## config.mk

```make
export PLATFORM = sky130hd
export DESIGN_NAME = uart_tx_top
export DESIGN_NICKNAME = d
export VERILOG_FILES = /design/src/rtl/uart_tx_pkg.sv /design/src/rtl/uart_tx_baud.sv /design/src/rtl/uart_tx_shift.sv /design/src/rtl/uart_tx_top.sv
export SDC_FILE = /design/constraint.sdc
export NUM_CORES = 1
export LEC_CHECK = 0
export ABC_AREA = 1
export BUFFER_PORTS_ARGS = -buffer_cell sky130_fd_sc_hd__buf_4
export CAP_MARGIN = 20
export CORE_AREA = 10 10 123 114
export DETAILED_ROUTE_END_ITERATION = 10
export DIE_AREA = 0 0 133 124
export PLACE_DENSITY = 0.45
export SKIP_LAST_GASP = 1
export SYNTH_ARGS = -nofsm -noshare
export SYNTH_HDL_FRONTEND = slang
export SYNTH_SLANG_ARGS = --single-unit
```

## constraint.sdc

```tcl
create_clock -name clk -period 1.9 [get_ports clk]
set_clock_uncertainty 0.1 [all_clocks]
set_input_delay 0.38 -clock clk [delete_from_list [all_inputs] [get_ports clk]]
set_output_delay 0.38 -clock clk [all_outputs]
set_load 0.01 [all_outputs]
```

## src/rtl/uart_tx_pkg.sv

```systemverilog
package uart_tx_pkg;

  // Frame format presented to the shift stage
  typedef struct packed {
    logic [1:0] dlen;
    logic       par_en;
    logic       par_odd;
    logic       two_stop;
  } fmt_t;

endpackage

```

## src/rtl/uart_tx_baud.sv

```systemverilog
module uart_tx_baud #(
  parameter int DIV_W       = 8,
  parameter int OVERSAMPLE  = 16,
  parameter int PRE_A       = 2,
  parameter int PRE_B       = 8,
  parameter int PRE_C       = 32,
  parameter int SYNC_STAGES = 2
) (
  input  logic             clk,
  input  logic             rst_n,
  input  logic             run,
  input  logic             ext_clk,
  input  logic             cfg_ext,
  input  logic [1:0]       cfg_presc,
  input  logic [DIV_W-1:0] cfg_div,
  output logic             bit_tick
);
  localparam int PW = $clog2(PRE_C);
  localparam int OW = $clog2(OVERSAMPLE);
  localparam int BW = DIV_W + OW;

  logic [PW-1:0]        pre_q, pre_lim;
  logic                 int_tick, ext_rise, src_tick;
  logic [SYNC_STAGES:0] sync_q;
  logic [BW-1:0]        bit_q, bit_lim;

  always_comb begin
    case (cfg_presc)
      2'd0:    pre_lim = PW'(PRE_A - 1);
      2'd1:    pre_lim = PW'(PRE_B - 1);
      default: pre_lim = PW'(PRE_C - 1);
    endcase
  end

  assign int_tick = (pre_q == pre_lim);

  // Prescaler restarts with every frame so the bit period is exact
  always_ff @(posedge clk or negedge rst_n) begin
    if (!rst_n)                 pre_q <= '0;
    else if (!run || int_tick)  pre_q <= '0;
    else                        pre_q <= pre_q + 1'b1;
  end

  // External clock: synchroniser chain plus one stage for edge detect
  always_ff @(posedge clk or negedge rst_n) begin
    if (!rst_n) sync_q <= '0;
    else        sync_q <= {sync_q[SYNC_STAGES-1:0], ext_clk};
  end

  assign ext_rise = sync_q[SYNC_STAGES-1] & ~sync_q[SYNC_STAGES];
  assign src_tick = cfg_ext ? ext_rise : int_tick;

  // 16*(n+1)-1 for a power-of-two oversample factor
  assign bit_lim = {cfg_div, {OW{1'b1}}};

  always_ff @(posedge clk or negedge rst_n) begin
    if (!rst_n)        bit_q <= '0;
    else if (!run)     bit_q <= '0;
    else if (src_tick) bit_q <= (bit_q == bit_lim) ? '0 : bit_q + 1'b1;
  end

  assign bit_tick = run && src_tick && (bit_q == bit_lim);

endmodule

```

## src/rtl/uart_tx_shift.sv

```systemverilog
module uart_tx_shift
  import uart_tx_pkg::*;
#(
  parameter int DMIN = 7,
  parameter int DMAX = 9
) (
  input  logic            clk,
  input  logic            rst_n,
  input  logic            load,
  input  logic [DMAX-1:0] data,
  input  fmt_t            fmt,
  input  logic            bit_tick,
  output logic            txd,
  output logic            busy,
  output logic            done
);
  localparam int FW = DMAX + 4;
  localparam int CW = $clog2(FW + 1);

  logic [FW-1:0] frame, sh_q;
  logic [CW-1:0] dbits, nbits, rem_q;
  logic [CW-1:0] dsum;
  logic          par;
  logic          busy_q;

  assign dsum  = CW'(DMIN) + CW'(fmt.dlen);
  assign dbits = (dsum > CW'(DMAX)) ? CW'(DMAX) : dsum;
  assign nbits = dbits + CW'(2) + CW'(fmt.par_en) + CW'(fmt.two_stop);

  always_comb begin
    frame    = '1;
    frame[0] = 1'b0;
    par      = fmt.par_odd;
    for (int j = 0; j < DMAX; j++) begin
      if (j < int'(dbits)) begin
        frame[j+1] = data[j];
        par        = par ^ data[j];
      end
    end
    if (fmt.par_en) frame[int'(dbits)+1] = par;
  end

  assign done = busy_q && bit_tick && (rem_q == CW'(1));

  always_ff @(posedge clk or negedge rst_n) begin
    if (!rst_n) begin
      sh_q   <= '1;
      rem_q  <= '0;
      busy_q <= 1'b0;
    end else if (load) begin
      sh_q   <= frame;
      rem_q  <= nbits;
      busy_q <= 1'b1;
    end else if (busy_q && bit_tick) begin
      sh_q  <= {1'b1, sh_q[FW-1:1]};
      rem_q <= rem_q - 1'b1;
      if (rem_q == CW'(1)) busy_q <= 1'b0;
    end
  end

  assign txd  = sh_q[0];
  assign busy = busy_q;

endmodule

```

## src/rtl/uart_tx_top.sv

```systemverilog
module uart_tx_top
  import uart_tx_pkg::*;
#(
  parameter int DIV_W = 8,
  parameter int DMIN  = 7,
  parameter int DMAX  = 9
) (
  input  logic             clk,
  input  logic             rst_n,
  input  logic             ext_clk,
  input  logic             cfg_ext_clk,
  input  logic [1:0]       cfg_presc,
  input  logic [DIV_W-1:0] cfg_div,
  input  logic [1:0]       cfg_dlen,
  input  logic             cfg_par_en,
  input  logic             cfg_par_odd,
  input  logic             cfg_two_stop,
  input  logic             cfg_cts_en,
  input  logic             cfg_irq_sel,
  input  logic             tx_en,
  input  logic             cts_n,
  input  logic             in_valid,
  output logic             in_ready,
  input  logic [DMAX-1:0]  in_data,
  output logic             txd,
  output logic             irq
);
  logic [DMAX-1:0] hold_q;
  logic            full_q, irq_q;
  logic            start, bit_tick, sh_busy, sh_done;
  fmt_t            fmt;

  assign fmt = '{dlen: cfg_dlen, par_en: cfg_par_en, par_odd: cfg_par_odd,
                 two_stop: cfg_two_stop};

  assign in_ready = !full_q;
  assign start    = full_q && tx_en && !sh_busy && (!cfg_cts_en || !cts_n);

  always_ff @(posedge clk or negedge rst_n) begin
    if (!rst_n) begin
      hold_q <= '0;
      full_q <= 1'b0;
    end else if (start) begin
      full_q <= 1'b0;
    end else if (in_valid && !full_q) begin
      hold_q <= in_data;
      full_q <= 1'b1;
    end
  end

  always_ff @(posedge clk or negedge rst_n) begin
    if (!rst_n) irq_q <= 1'b0;
    else        irq_q <= cfg_irq_sel ? sh_done : start;
  end

  assign irq = irq_q;

  uart_tx_baud #(.DIV_W(DIV_W)) u_baud (
    .clk      (clk),
    .rst_n    (rst_n),
    .run      (sh_busy),
    .ext_clk  (ext_clk),
    .cfg_ext  (cfg_ext_clk),
    .cfg_presc(cfg_presc),
    .cfg_div  (cfg_div),
    .bit_tick (bit_tick)
  );

  uart_tx_shift #(.DMIN(DMIN), .DMAX(DMAX)) u_shift (
    .clk     (clk),
    .rst_n   (rst_n),
    .load    (start),
    .data    (hold_q),
    .fmt     (fmt),
    .bit_tick(bit_tick),
    .txd     (txd),
    .busy    (sh_busy),
    .done    (sh_done)
  );

endmodule

```

# After elaboration in Yosys (flattened, before gate mapping)
# Cells that the tools add are included.
[word_totals] regBits=49 output_inout_bits=3
[classes] addsub=8 magnitude_cmp=12 eq_ne=5 mux=39 bitwise_logic=12 reduce_logical=21
[ops] operator="$mux W13" count=3
[ops] operator="$mux W12" count=3
[ops] operator="$ge A32 B1 Y1 const B" count=1
[ops] operator="$lt A32 B6 Y1 const B" count=1
[ops] operator="$mux W1" count=26
[ops] operator="$lt A3 B4 Y1 const A" count=4
[ops] operator="$bwmux W13" count=1
[ops] operator="$add A12 B1 Y12 const B" count=1
[ops] operator="$eq A12 B12 Y1" count=1
[ops] operator="$mux W4" count=3
[ops] operator="$pmux W5 S2" count=1
[ops] operator="$logic_and A1 B1 Y1" count=9
[ops] operator="$xor A1 B1 Y1" count=9
[ops] operator="$add A4 B1 Y4" count=2
[ops] operator="$lt A1 B4 Y1 const A" count=2
[ops] operator="$lt A2 B4 Y1 const A" count=2
[ops] operator="$reduce_bool A2 Y1" count=3
[ops] operator="$add A4 B1 Y5 const B" count=1
[ops] operator="$add A5 B1 Y5 const B" count=1
[ops] operator="$eq A5 B5 Y1" count=1
[ops] operator="$mux W5" count=1
[ops] operator="$add A3 B2 Y4 const A" count=1
[ops] operator="$add A4 B2 Y4 const B" count=1
[ops] operator="$demux W1 S4" count=1
[ops] operator="12 further kinds" count=18

# Longest topological paths before layout
# Gate-level depths: netlist of run 1.
[logic_depth] word_depth=24 depth_mapped=18 mapped_depth_nobuf=18

# By module
# Synthesis of run 1 repeated with hierarchy kept, for this count alone.
[unflattened] hier_cells=417 hier_area_um2=2981.6
[modules_own_cells] mod="uart_tx_baud" n_inst=1 cells_per_inst=212 area_per_inst_um2=1383.8
[modules_own_cells] mod="uart_tx_shift" n_inst=1 cells_per_inst=153 area_per_inst_um2=1132.3
[modules_own_cells] mod="uart_tx_top" n_inst=1 cells_per_inst=52 area_per_inst_um2=465.4

# Worst setup path before layout of run 1
# OpenSTA, ideal clock, no wires.
[synth_path] kind="input-to-reg" start="in cfg_dlen[0]" end="reg u_shift.sh_q[8]" setup_time_ns=0.075 arrival_time_ns=1.673 setup_slack_ns=0.052 stages=17 path_buffers=0 cell_sequence="nor2_2 inv_1 ha_1 inv_1 nand3_1 nand2_1 nand2_1 nand2_1 inv_1 nand2_1 nand2_1 nand2_1 nand3_1 nand2_1 nand2_1 nand2_1 nand2_1"
[synth_via] elab_chain_cells=24
[synth_lines] element="start: declaration" line_no="uart_tx_top.sv:14" text="input logic [1:0] cfg_dlen,"
[synth_lines] element="$add A3 B2 Y4 (*)" line_no="uart_tx_shift.sv:26" text="assign dsum = CW'(DMIN) + CW'(fmt.dlen);"
[synth_lines] element="$gt A4 B4 Y1" line_no="uart_tx_shift.sv:27" text="assign dbits = (dsum > CW'(DMAX)) ? CW'(DMAX) : dsum;"
[synth_lines] element="$mux W4 (*)" line_no="uart_tx_shift.sv:27"
[synth_lines] element="$lt A1 B4 Y1" line_no="uart_tx_shift.sv:35" text="if (j < int'(dbits)) begin"
[synth_lines] element="$mux W1" line_no="uart_tx_shift.sv:35"
[synth_lines] element="$xor A1 B1 Y1" line_no="uart_tx_shift.sv:37" text="par = par ^ data[j];"
[synth_lines] element="$mux W1" line_no="uart_tx_shift.sv:35"
[synth_lines] element="$xor A1 B1 Y1" line_no="uart_tx_shift.sv:37"
[synth_lines] element="[8 not listed]"
[synth_lines] element="$mux W1" line_no="uart_tx_shift.sv:35"
[synth_lines] element="$xor A1 B1 Y1" line_no="uart_tx_shift.sv:37"
[synth_lines] element="$mux W1" line_no="uart_tx_shift.sv:35"
[synth_lines] element="$xor A1 B1 Y1" line_no="uart_tx_shift.sv:37"
[synth_lines] element="$mux W1" line_no="uart_tx_shift.sv:35"
[synth_lines] element="$bwmux W13" line_no="uart_tx_shift.sv:40" text="if (fmt.par_en) frame[int'(dbits)+1] = par;"
[synth_lines] element="$mux W13 (*)" line_no="uart_tx_shift.sv:40"
[synth_lines] element="$mux W13 (*)" line_no="uart_tx_shift.sv:50" text="end else if (load) begin"
[synth_lines] element="end signal: assignment" line_no="uart_tx_shift.sv:51" text="sh_q <= frame;"
[synth_lines] element="end signal: assignment" line_no="uart_tx_shift.sv:55" text="sh_q <= {1'b1, sh_q[FW-1:1]};"
[synth_lines] element="end: declaration" line_no="uart_tx_shift.sv:20" text="logic [FW-1:0] frame, sh_q;"
# Mark *: on every way between the ends. The rest lies on a longest branch, timed or not.
# A chain may end at the register's enable or synchronous reset.

# Worst setup path in the final report of run 1
[layout_path] start="reg u_baud.bit_q[0]" end="reg u_shift.rem_q[3]"
[layout_via] elab_chain_cells=4
[layout_lines] element="start: declaration" line_no="uart_tx_baud.sv:25" text="logic [BW-1:0] bit_q, bit_lim;"
[layout_lines] element="start signal: assignment" line_no="uart_tx_baud.sv:59" text="else if (src_tick) bit_q <= (bit_q == bit_lim) ? '0 : bit_q + 1'b1;"
[layout_lines] element="$eq A12 B12 Y1" line_no="uart_tx_baud.sv:62" text="assign bit_tick = run && src_tick && (bit_q == bit_lim);"
[layout_lines] element="$logic_and A1 B1 Y1" line_no="uart_tx_baud.sv:62"
[layout_lines] element="$logic_and A1 B1 Y1" line_no="uart_tx_shift.sv:54" text="end else if (busy_q && bit_tick) begin"
[layout_lines] element="$reduce_bool A2 Y1 (no source line)"
[layout_lines] element="end signal: assignment" line_no="uart_tx_shift.sv:52" text="rem_q <= nbits;"
[layout_lines] element="end signal: assignment" line_no="uart_tx_shift.sv:56" text="rem_q <= rem_q - 1'b1;"
[layout_lines] element="end: declaration" line_no="uart_tx_shift.sv:21" text="logic [CW-1:0] dbits, nbits, rem_q;"
# No other way between the ends.

==> summary.md, run 1 <==
| Metric | Value |
|---|---|
| First-pass GRT wire length | 12000 um |
| R2R Setup Slk | 90 ps |
| Worst setup SP type | register |
| Syn Area/Cell | 7.71 um^2 |
| Largest family of logic cells by synthesized area | simple AND/OR/NAND/NOR gates |
| Area contributors post-synth | dfrtp_1 (32%), nand2_1 (12%), dfstp_2 (11%) |
| DRC Markers | 0 |
| Slew HR | 57.2% |
| Die area | 0.0165 mm^2 |
| Effective utilization at floorplan | 24.8% |
| Post-Route Setup TNS | 0 ps |
| Inserted Clock Buffers | 5 |
| Synth async-reset ratio | 100% |
| Maximum buffer depth of the clock tree | 2 |
| Min Hold Slack | 7.86 ps |
| Antenna Diode Count | 0 |
| Worst VDD drop | 0.000415 V |
| Worst Path Required | 1960 ps |
| Adder and majority gate portion of the synthesized area | 3.82% |
| XOR/XNOR share of the synthesized area | 2.18% |
| Worst Setup SP | u_baud.bit_q[0] |
| Dominant synthesized flop cell | dfrtp_1 |
| Largest net degree at the start of global routing | 49 |
| Yosys reg bits | 48 |
| Slew Limit Fails | 0 |
| Max Cap Viol | 0 |
| CTS tree | done |
| Worst Setup Path Type | reg2reg |
| Total vias in the final route | 2520 |
| Fin. Hold Viols | 0 |
| Cell Area, Synth | 0.00281 mm^2 |
| H-tree Lvls | 2 |
| Reg-to-reg endpoint | u_shift.rem_q[3] |
| I/O Pins | 36 |
| Syn Nets | 406 |
| Final min period | 1810 ps |
| LEAKAGE | 1.78 nW |
| Layout cells sized above 1 | 28.0% |
| CTS sink count | 48 |
| Number of global-route vias before repair | 2572 |
| Initial drt markers | 175 |
| Post-synth EDFFs | 0 |
| Synth Area in Compound Gates | 9.87% |
| Drt total wl | 6920 um |
| Final ANT Viol Nets | 0 |
| Pwr Density | 719 mW/mm^2 |
| GR Overflow Total | 0 |
| Status | completed |
| Max Fclk | 554 MHz |
| Total iterations of the first detailed-routing run | 5 |
| RSZ-0062 raised after global routing | true |
| Worst setup EP type | register |
| Syn Inst Count | 365 |
| Final weighted congestion in routability-driven placement | 0.860 |
| Die Wd | 133 um |
| Core area | 0.0113 mm^2 |
| Gr usage total | 8.73% |
| HPWL reported at the end of detailed placement | 5240 um |
| Arr. time, crit path | 1860 ps |
| Cells on worst reg2reg path | 10 |
| Fin crit share | 95.1% |
| Cell Rows | 37 |
| Yosys cell types | 39 |
| Final total power | 2.65 mW |
| Actual slew at the worst max-slew pin | 642 ps |
| Final setup violation count | 0 |
| Via density | 4.29 |
| Simple-gate share of the synthesized area | 31.3% |
| Root buffer cell | clkbuf_16 |
| Syn-to-layout area delta | 31.0% |
| Initial antenna violation count | 0 |
| Cell taking the most area after synthesis | dfrtp_1 |
| Per-cell routed wire length | 11.8 um |
| Top cell type's share of synthesized area | 32.0% |
| Register area share after synthesis | 43.2% |
| Worst-Skew Late Latency | 290 ps |
| Post-synthesis mux area share | 1.20% |
| DIE HEIGHT | 124 um |
| Input/output buffers | 35 |
| Worst Hold Class | in2async |
| Clock-pin slew on the worst setup and hold paths | 70 ps |
| # nets final | 472 |
| Reg2reg start | u_baud.bit_q[0] |
| Worst-path maximum fanout | 7 |
| Yosys warns | 0 |
cells in the mapped netlist, types with 4 or more instances:
master,instances
a21oi_1,17
dfrtp_1,36
dfstp_2,12
ha_1,7
inv_1,45
inv_2,4
nand2_1,87
nand3_1,20
nand4_1,10
nor2_1,48
nor3_1,9
o211ai_1,4
o21ai_0,14
o21ai_1,5
xor2_1,5
layout make-up:
cell class / instances / area [um^2]
Sequential cell: 48 / 1220
Multi-Input combinational cell: 261 / 1430
Inverter: 49 / 186
Clock buffer: 6 / 139
Clock inverter: 2 / 10.0
Fill cell: 1196 / 7650
Tap cell: 156 / 195
Timing Repair Buffer: 66 / 512
stage by stage:
step / cell area (um^2) / utilization [%] / cells / setup slack [ps]
6_report: 3690 / 32.5 / 588 / 93.5
5_1_grt: 3690 / 32.5 / 588 / -37.3
4_1_cts: 3550 / 31.3 / 580 / 20.8
3_5_place_dp: 3410 / 30.0 / 572 / -162
3_3_place_gp: 3410 / 30.0 / 572 / -107
2_1_floorplan: 2810 / - / 365 / 51.9
critical path, cell delays in order (launching register included):
cell and delay (ps):
dfrtp_1 410, ha_4 170, nand3_2 80, nor2_1 100
nand3b_1 180, nor2_4 170, nand3_4 120, nand2_8 130
inv_4 60, nand2_1 60, o221ai_1 100
state kept, by name (all words and copies together) (netlist names):
name / cells
u_shift.sh_q: 12
u_baud.sync_q: 3
hold_q: 9
u_baud.pre_q: 5
u_baud.bit_q: 12
u_shift.busy: 1
irq: 1
u_shift.rem_q: 4
full_q: 1
kinds of logic after synthesis:
logic type	Yosys count
and+or+nand+nor	195
AOI/OAI and AO/OA	48
buffers and inverters	56
xor gates and xnor gates	7
adders and majority gates	8
DFF	48
muxes	3
placed cells by master (no fill, tap or decap), drive strengths merged:
master   n
nand3b   3
dfstp   12
or2      3
a211oi   1
ha       7
a31oi    2
nor2    51
o211ai   4
nor4     2
xor2     5
nand4   10
a21oi   17
inv     49
clkinv   2
buf     66
fa       1
nand2   90
o21a     1
o221ai   1
nor3b    3
and3     2
dfrtp   36
mux2     3
o21ai   22
nand3   22
clkbuf   6
nor3     9
xnor2    2
power breakdown:
group / leakage, nW / internal, mW / total (mW) / switching, mW
Combinational: 1.16 / 0.273 / 0.537 / 0.264
Sequential: 0.538 / 1.12 / 1.21 / 0.0924
Clock: 0.0766 / 0.520 / 0.907 / 0.388
Total: 1.78 / 1.91 / 2.65 / 0.744
timing repair:
| item | CTS | global route |
|---|---|---|
| pin swaps | 1 | 8 |
| endpoints found under the setup margin | 1 | 26 |
| gates resized for setup | 0 | 19 |
| setup buffers | 0 | 8 |
| endpoints found under the hold margin | 0 | 0 |
| hold buffers | 0 | 0 |
routing by layer:
| layer | up-vias | track usage, % | part of all wire [%] |
|---|---|---|---|
| met5 | - | 0 | 0 |
| met3 | 4 | 1.93 | 2.8 |
| li1 | 1315 | - | - |
| met4 | 0 | 2.82 | 0.98 |
| met2 | 34 | 14.6 | 48 |
| met1 | 1167 | 11.1 | 48 |
worst max-delay path by stage:
stage | end | cells past startpoint
final | u_shift.rem_q[3] | 10
after global routing | u_shift.rem_q[3] | 10
after CTS | u_shift.rem_q[3] | 10
after detailed placement | u_shift.sh_q[8] | 18
after global placement | u_shift.sh_q[8] | 18
after floorplan | u_shift.sh_q[8] | 17
(Power assumes the default switching activity.)
==> run 2, diff against run 1 <==
--- a/config.mk
+++ b/config.mk
@@ -8,10 +8,11 @@
 export ABC_AREA = 1
 export BUFFER_PORTS_ARGS = -buffer_cell sky130_fd_sc_hd__buf_4
 export CAP_MARGIN = 20
-export CORE_AREA = 10 10 123 114
+export CORE_AREA = 10 10 95 89
+export CTS_BUF_LIST = sky130_fd_sc_hd__clkbuf_16
 export DETAILED_ROUTE_END_ITERATION = 10
-export DIE_AREA = 0 0 133 124
-export PLACE_DENSITY = 0.45
+export DIE_AREA = 0 0 105 99
+export PLACE_DENSITY = 0.67
 export SKIP_LAST_GASP = 1
 export SYNTH_ARGS = -nofsm -noshare
 export SYNTH_HDL_FRONTEND = slang
==> summary.md, run 2 (synthesis results as in run 1) <==
| Metric | Value |
|---|---|
| Final setup violation count | 0 (unchanged) |
| Cell Rows | 28 (-24%) |
| Worst Hold Class | in2async |
| Effective utilization at floorplan | 43.7% (+19 points) |
| Root buffer cell | clkbuf_16 |
| Antenna Diode Count | 0 (unchanged) |
| First-pass GRT wire length | 10900 um (-9.7%) |
| Total iterations of the first detailed-routing run | 5 (unchanged) |
| LEAKAGE | 1.78 nW (about the same) |
| Syn-to-layout area delta | 28.8% |
| RSZ-0062 raised after global routing | true |
| Fillers | 606 (-49%) |
| Max Cap Viol | 0 (unchanged) |
| Die Wd | 105 um (-21%) |
| Final min period | 1840 ps (+30.7 ps) |
| Slew HR | 59.5% (+2.3 points) |
| Initial drt markers | 138 (-21%) |
| # nets final | 470 (-0.42%) |
| Largest net degree at the start of global routing | 49 (unchanged) |
| Worst Path Required | 2010 ps (+50 ps) |
| DRC Markers | 0 (unchanged) |
| Total vias in the final route | 2570 (+2.0%) |
| Worst setup SP type | register |
| Initial antenna violation count | 0 (unchanged) |
| HPWL reported at the end of detailed placement | 4890 um (-6.6%) |
| CTS tree | done |
| Fin util | 56.2% (+24 points) |
| Worst VDD drop | 0.000341 V (-18%) |
| Area occupied by multi-input gates | 0.00143 mm^2 (+0.35%) |
| Actual slew at the worst max-slew pin | 608 ps (-34.4 ps) |
| Worst-Skew Late Latency | 290 ps (about the same) |
| Largest regs | u_baud.bit_q: 12 flops, u_shift.sh_q: 12 flops, hold_q: 9 flops |
| Pwr Density | 760 mW/mm^2 (+5.6%) |
| Final weighted congestion in routability-driven placement | 0.828 (-3.7%) |
| GR Overflow Total | 0 (unchanged) |
| Via density | 4.94 (+15%) |
| Fin. Hold Viols | 0 (unchanged) |
| H-tree Lvls | 2 (unchanged) |
| Max Fclk | 544 MHz (-1.7%) |
| Core area | 0.00645 mm^2 (-43%) |
| Gr usage total | 12.4% (+3.6 points) |
| Per-cell routed wire length | 12.7 um (+7.6%) |
| Slew Limit Fails | 0 (unchanged) |
| Post-CTS Hold Fix Bufs | 0 (unchanged) |
| Inserted Clock Buffers | 5 (unchanged) |
| Maximum buffer depth of the clock tree | 2 (unchanged) |
| Status | completed |
| DIE HEIGHT | 99 um (-20%) |
| Layout cells sized above 1 | 28.8% (+0.83 points) |
| Most frequent cells in the layout | nand2_1 (85), buf_4 (61), inv_1 (44), nor2_1 (44), dfrtp_1 (34) |
| Worst-path maximum fanout | 7 (unchanged) |
| Drt total wl | 6590 um (-4.8%) |
| Final ANT Viol Nets | 0 (unchanged) |
| Number of global-route vias before repair | 2360 (-8.2%) |
| Worst setup EP type | register |
| Die area | 0.0104 mm^2 (-37%) |
| CTS sink count | 48 (unchanged) |
| Commonest non-fill, non-tap cell in the layout | nand2_1 |
| Clock-pin slew on the worst setup and hold paths | 70 ps (about the same) |
| Worst Setup Path Type | reg2reg |
| Arr. time, crit path | 1940 ps (+80 ps) |
| Sequential cell area | 0.00122 mm^2 (+0.10%) |
| Fin crit share | 96.7% (+1.6 points) |
| Input/output buffers | 35 (unchanged) |
| Dpl cell area | 0.00331 mm^2 (-2.9%) |
| Fin area | 0.00362 mm^2 (-1.7%) |
| I/O Pins | 36 (unchanged) |
==> run 2: per-stage QoR <==
| stage | hold WS, ps | total power [mW] | TNS (ps) | instances | setup WS (ps) |
|---|---|---|---|---|---|
| CTS | 29.3 | 2.69 | 0 | 512 | 37.0 |
| global route | 56.0 | 2.91 | -28.7 | 520 | -13.0 |
| floorplan | -15.6 | 1.49 | 0 | 365 | 51.9 |
| finish | 5.17 | 2.75 | 0 | 520 | 62.8 |
| global placement | 235 | 1.68 | -418 | 504 | -101 |
| detailed placement | 235 | 1.70 | -735 | 504 | -167 |
==> run 2: final timing paths <==
kind                                  start          endpoint  slack, ps  cells after the start
max                         u_baud.bit_q[9]  u_shift.sh_q[11]         60                     10
min                                   rst_n   u_baud.pre_q[4]          5                      1
max reg2reg                 u_baud.bit_q[9]  u_shift.sh_q[11]         60                     10
min reg2reg                u_baud.sync_q[0]  u_baud.sync_q[1]        250                      0
max in group asynchronous             rst_n   u_baud.bit_q[6]       1260                      1
min in group clk                    ext_clk  u_baud.sync_q[0]        100                      1
==> run 2: layer usage <==
metal  track usage (%)  wire [um]  share of wire (%)  up-vias
li1                  -          -                  -     1308
met3              2.67        324                4.9        7
met4              4.11         80                1.2        0
met2              19.2       3010                 46       65
met5                 0          0                  0        -
met1              16.6       3170                 48     1190
==> run 2: critical path: stages (launching register included) <==
cell and delay, ps:
dfrtp_1 390, inv_1 90, or2_2 290, nand2_1 70, nor2_1 50, nand2_2 80, nor2_2 60, nand3_4 120
nand2_8 90, buf_12 140, or2_2 270
==> run 2: area by class of cell <==
class | count | area share [%]
Inverter | 49 | 5.15
Multi-Input combinational cell | 261 | 39.5
Clock buffer | 5 | 3.45
Clock inverter | 3 | 1.07
Timing Repair Buffer | 64 | 14.1
Tap cell | 90 | 3.11
Sequential cell | 48 | 33.6
==> run 2: power breakdown <==
| part | leakage [nW] | total, mW | internal [mW] | switching (mW) |
|---|---|---|---|---|
| registers | 0.537 | 1.20 | 1.12 | 0.0853 |
| logic | 1.15 | 0.574 | 0.289 | 0.285 |
| clock network | 0.0850 | 0.976 | 0.614 | 0.363 |
==> run 2: timing repair <==
action                                  in CTS  in global routing
setup buffers                                0                  8
endpoints found under the setup margin       0                 26
resized for setup                            0                 24
==> run 3, diff against run 2 <==
--- a/config.mk
+++ b/config.mk
@@ -8,12 +8,14 @@
 export ABC_AREA = 1
 export BUFFER_PORTS_ARGS = -buffer_cell sky130_fd_sc_hd__buf_4
 export CAP_MARGIN = 20
-export CORE_AREA = 10 10 95 89
+export CORE_AREA = 10 10 97 91
 export CTS_BUF_LIST = sky130_fd_sc_hd__clkbuf_16
 export DETAILED_ROUTE_END_ITERATION = 10
-export DIE_AREA = 0 0 105 99
+export DIE_AREA = 0 0 107 101
 export PLACE_DENSITY = 0.67
+export SKIP_CTS_REPAIR_TIMING = 1
 export SKIP_LAST_GASP = 1
 export SYNTH_ARGS = -nofsm -noshare
 export SYNTH_HDL_FRONTEND = slang
+export SYNTH_HIERARCHICAL = 1
 export SYNTH_SLANG_ARGS = --single-unit
==> summary.md, run 3 <==
| Metric | Value |
|---|---|
| Largest regs | u_baud/bit_q: 12 flops, u_shift/sh_q: 12 flops, hold_q: 9 flops |
| Top cells by count, synth | nand2_1 (155), inv_1 (61), dfrtp_1 (36) |
| Via density | 4.87 (-1.4%) |
| Final setup violation count | 0 (unchanged) |
| Syn-to-layout area delta | 31.1% |
| Worst-path maximum fanout | 5 (-2) |
| First-pass GRT wire length | 12300 um (+13%) |
| Arr. time, crit path | 1980 ps (+40 ps) |
| Commonest non-fill, non-tap cell in the layout | nand2_1 |
| Yosys cell types | 33 (-15%) |
| Dominant synthesized flop cell | dfrtp_1 |
| Reg2reg start | u_baud/bit_q[7] |
| Clock-pin slew on the worst setup and hold paths | 70 ps (about the same) |
| Top cell type's share of synthesized area | 30.2% (-1.8 points) |
| DIE HEIGHT | 101 um (+2.0%) |
| Fin. Hold Viols | 0 (unchanged) |
| Capture point of the worst path | u_shift/sh_q[2] |
| Max Fclk | 537 MHz (-1.4%) |
| Area contributors post-synth | dfrtp_1 (30%), nand2_1 (20%), dfstp_2 (11%) |
| Worst Setup Path Type | reg2reg |
| Root buffer cell | clkbuf_16 |
| Final worst-path setup slack | 36.6 ps (-26.2 ps) |
| Worst VDD drop | 0.000440 V (+29%) |
| Fin area | 0.00391 mm^2 (+7.9%) |
| Slew HR | 57.9% (-1.6 points) |
| Maximum buffer depth of the clock tree | 2 (unchanged) |
| Worst Setup SP | u_baud/bit_q[7] |
| LEAKAGE | 2.07 nW (+16%) |
| Drt total wl | 7210 um (+9.5%) |
| Post-Route Setup TNS | 0 ps (unchanged) |
| Reg-to-reg endpoint | u_shift/sh_q[2] |
| Max Cap Viol | 0 (unchanged) |
| Post-place setup slack | -246 ps (-78.1 ps) |
| HPWL reported at the end of detailed placement | 5460 um (+12%) |
| Die area | 0.0108 mm^2 (+4.0%) |
| Most used cell along the critical path | nand2_2 |
| Final min period | 1860 ps (+26.2 ps) |
| Worst-Skew Late Latency | 290 ps (about the same) |
| Slowest cell on crit path | dfrtp_1 |
| Per-cell routed wire length | 12.3 um (-2.7%) |
| Largest net degree at the start of global routing | 49 (unchanged) |
| Cell depth of the worst setup path | 13 (+3) |
| Worst Path Required | 2010 ps (about the same) |
| Number of global-route vias before repair | 2793 (+18%) |
| Total iterations of the first detailed-routing run | 4 (-1) |
| Dpl cell area | 0.00356 mm^2 (+7.7%) |
| CP bufs+invs | 3 (+1) |
| H-tree Lvls | 2 (unchanged) |
| Initial antenna violation count | 0 (unchanged) |
| Total vias in the final route | 2850 (+11%) |
| Syn Nets | 458 (+13%) |
| Pwr Density | 765 mW/mm^2 (+0.69%) |
| RSZ-0062 raised after global routing | true |
| Cells on worst reg2reg path | 13 (+3) |
| GR Overflow Total | 0 (unchanged) |
| Fillers | 666 (+9.9%) |
| Gr usage total | 13.6% (+1.2 points) |
| Worst setup EP type | register |
| Worst setup SP type | register |
| Yosys reg bits | 48 (unchanged) |
| Effective utilization at floorplan | 43.7% (+0.056 points) |
| Input/output buffers | 35 (unchanged) |
| R2R Setup Slk | 40 ps (-30 ps) |
| Final ANT Viol Nets | 0 (unchanged) |
| Die Wd | 107 um (+1.9%) |
| Fin crit share | 98.1% (+1.4 points) |
| CTS tree | done |
| Min Hold Slack | 5.41 ps (+0.238 ps) |
| Core area | 0.00682 mm^2 (+5.8%) |
| Inserted Clock Buffers | 5 (unchanged) |
| Syn Inst Count | 417 (+14%) |
| Most numerous cell in the Yosys netlist | nand2_1 |
| Final weighted congestion in routability-driven placement | 0.854 (+3.2%) |
| # nets final | 532 (+13%) |
| I/O Pins | 36 (unchanged) |
| CTS sink count | 48 (unchanged) |
| Yosys warns | 6 (+6) |
| Worst Hold Class | in2async |
| Slew Limit Fails | 0 (unchanged) |
| Most frequent cells in the layout | nand2_1 (147), buf_4 (70), inv_1 (55), dfrtp_1 (36), nor2_1 (28) |
| Area occupied by multi-input gates | 0.00159 mm^2 (+11%) |
| Cell Rows | 29 (+3.6%) |
| Syn Area/Cell | 7.15 um^2 (-7.3%) |
| Antenna Diode Count | 0 (unchanged) |
| Actual slew at the worst max-slew pin | 631 ps (+23.3 ps) |
| Synth async-reset ratio | 100% (unchanged) |
| Critical path's top delay family | simple AND/OR/NAND/NOR gates |
| Cell Area, Synth | 0.00298 mm^2 (+6.0%) |
| Register area share after synthesis | 40.8% (-2.4 points) |
| Initial drt markers | 82 (-41%) |
| Post-synth EDFFs | 0 (unchanged) |
| DRC Markers | 0 (unchanged) |
| Sequential cell area | 0.00122 mm^2 (-0.21%) |
| Crit-path cells | nand2_1 > nand2_2 > inv_2 > nand3_2 > nor3_4 > nand3_2 > nor2_2 > nand2_2 > buf_6 > nor2_4 > buf_6 > nand2_2 > o211ai_1 |
| Layout cells sized above 1 | 28.7% (-0.18 points) |
| Critical path's largest stage delay | 400 ps (about the same) |
| Fin util | 57.3% (+1.1 points) |
| Status | completed |
| Cell taking the most area after synthesis | dfrtp_1 |
run 3: changes by cell type after synthesis, sizes merged, moves of 4 or more:
| cell | change |
|---|---|
| nand2 | +71 |
| inv | +16 |
| nor2 | -15 |
| nor3 | -6 |
| nand4 | +5 |
| a21oi | -14 |
| o21ai | -6 |
| nand3 | +8 |
| xnor2 | +4 |
run 3: where the power goes:
| group | total, mW | switching [mW] | internal [mW] |
|---|---|---|---|
| clock | 1.01 | 0.391 | 0.619 |
| combinational | 0.752 | 0.390 | 0.363 |
| sequential | 1.23 | 0.101 | 1.13 |
| total | 2.99 | 0.882 | 2.11 |
run 3: worst reg2reg max path, stage by stage (launching register included):
cell	delay, ps
dfrtp_1	400
nand2_1	90
nand2_2	80
inv_2	70
nand3_2	70
nor3_4	140
nand3_2	110
nor2_2	140
nand2_2	80
buf_6	140
nor2_4	140
buf_6	130
nand2_2	40
o211ai_1	80
run 3: kinds of logic (layout without fill, tap and decap cells):
kind of cell    count (synthesis)  count (layout)  synth area share (%)
buf+inv                        72             147                  10.2
simple gates                  248             248                  36.1
xor+xnor                       11              11                  3.23
compound gates                 30              30                  6.04
fa+ha+maj                       8               8                  3.61
flops                          48              48                  40.8
run 3: per-stage QoR:
stage / total power, mW / instances
floorplan: 1.66 / 417
global placement: 1.91 / 571
detailed placement: 1.95 / 571
CTS: 2.96 / 579
global route: 3.16 / 585
finish: 2.99 / 585
run 3: cell type report:
| type | count | share of cell area, % |
|---|---|---|
| Tap cell | 93 | 2.98 |
| Multi-Input combinational cell | 297 | 40.7 |
| Clock inverter | 3 | 1.09 |
| Inverter | 65 | 6.31 |
| Sequential cell | 48 | 31.1 |
| Clock buffer | 5 | 3.20 |
| Timing Repair Buffer | 74 | 14.6 |
run 3: layer usage:
metal  part of all wire [%]  up-vias  track usage, %
met5                      0        -               0
met2                     49       50            23.1
met1                     46     1339            16.7
met3                    4.2        6            3.01
li1                       -     1455               -
met4                   0.75        0            4.06
run 3: worst min path at each step:
stage                          start                to  slack [ps]  cells past startpoint
finish                         rst_n   u_baud/bit_q[9]           5                      1
global route                   rst_n  u_baud/sync_q[2]          60                      1
CTS                            rst_n   u_baud/bit_q[8]          30                      1
detailed placement  u_baud/sync_q[0]  u_baud/sync_q[1]         240                      0
global placement    u_baud/sync_q[0]  u_baud/sync_q[1]         250                      0
floorplan                      rst_n            full_q         -20                      0
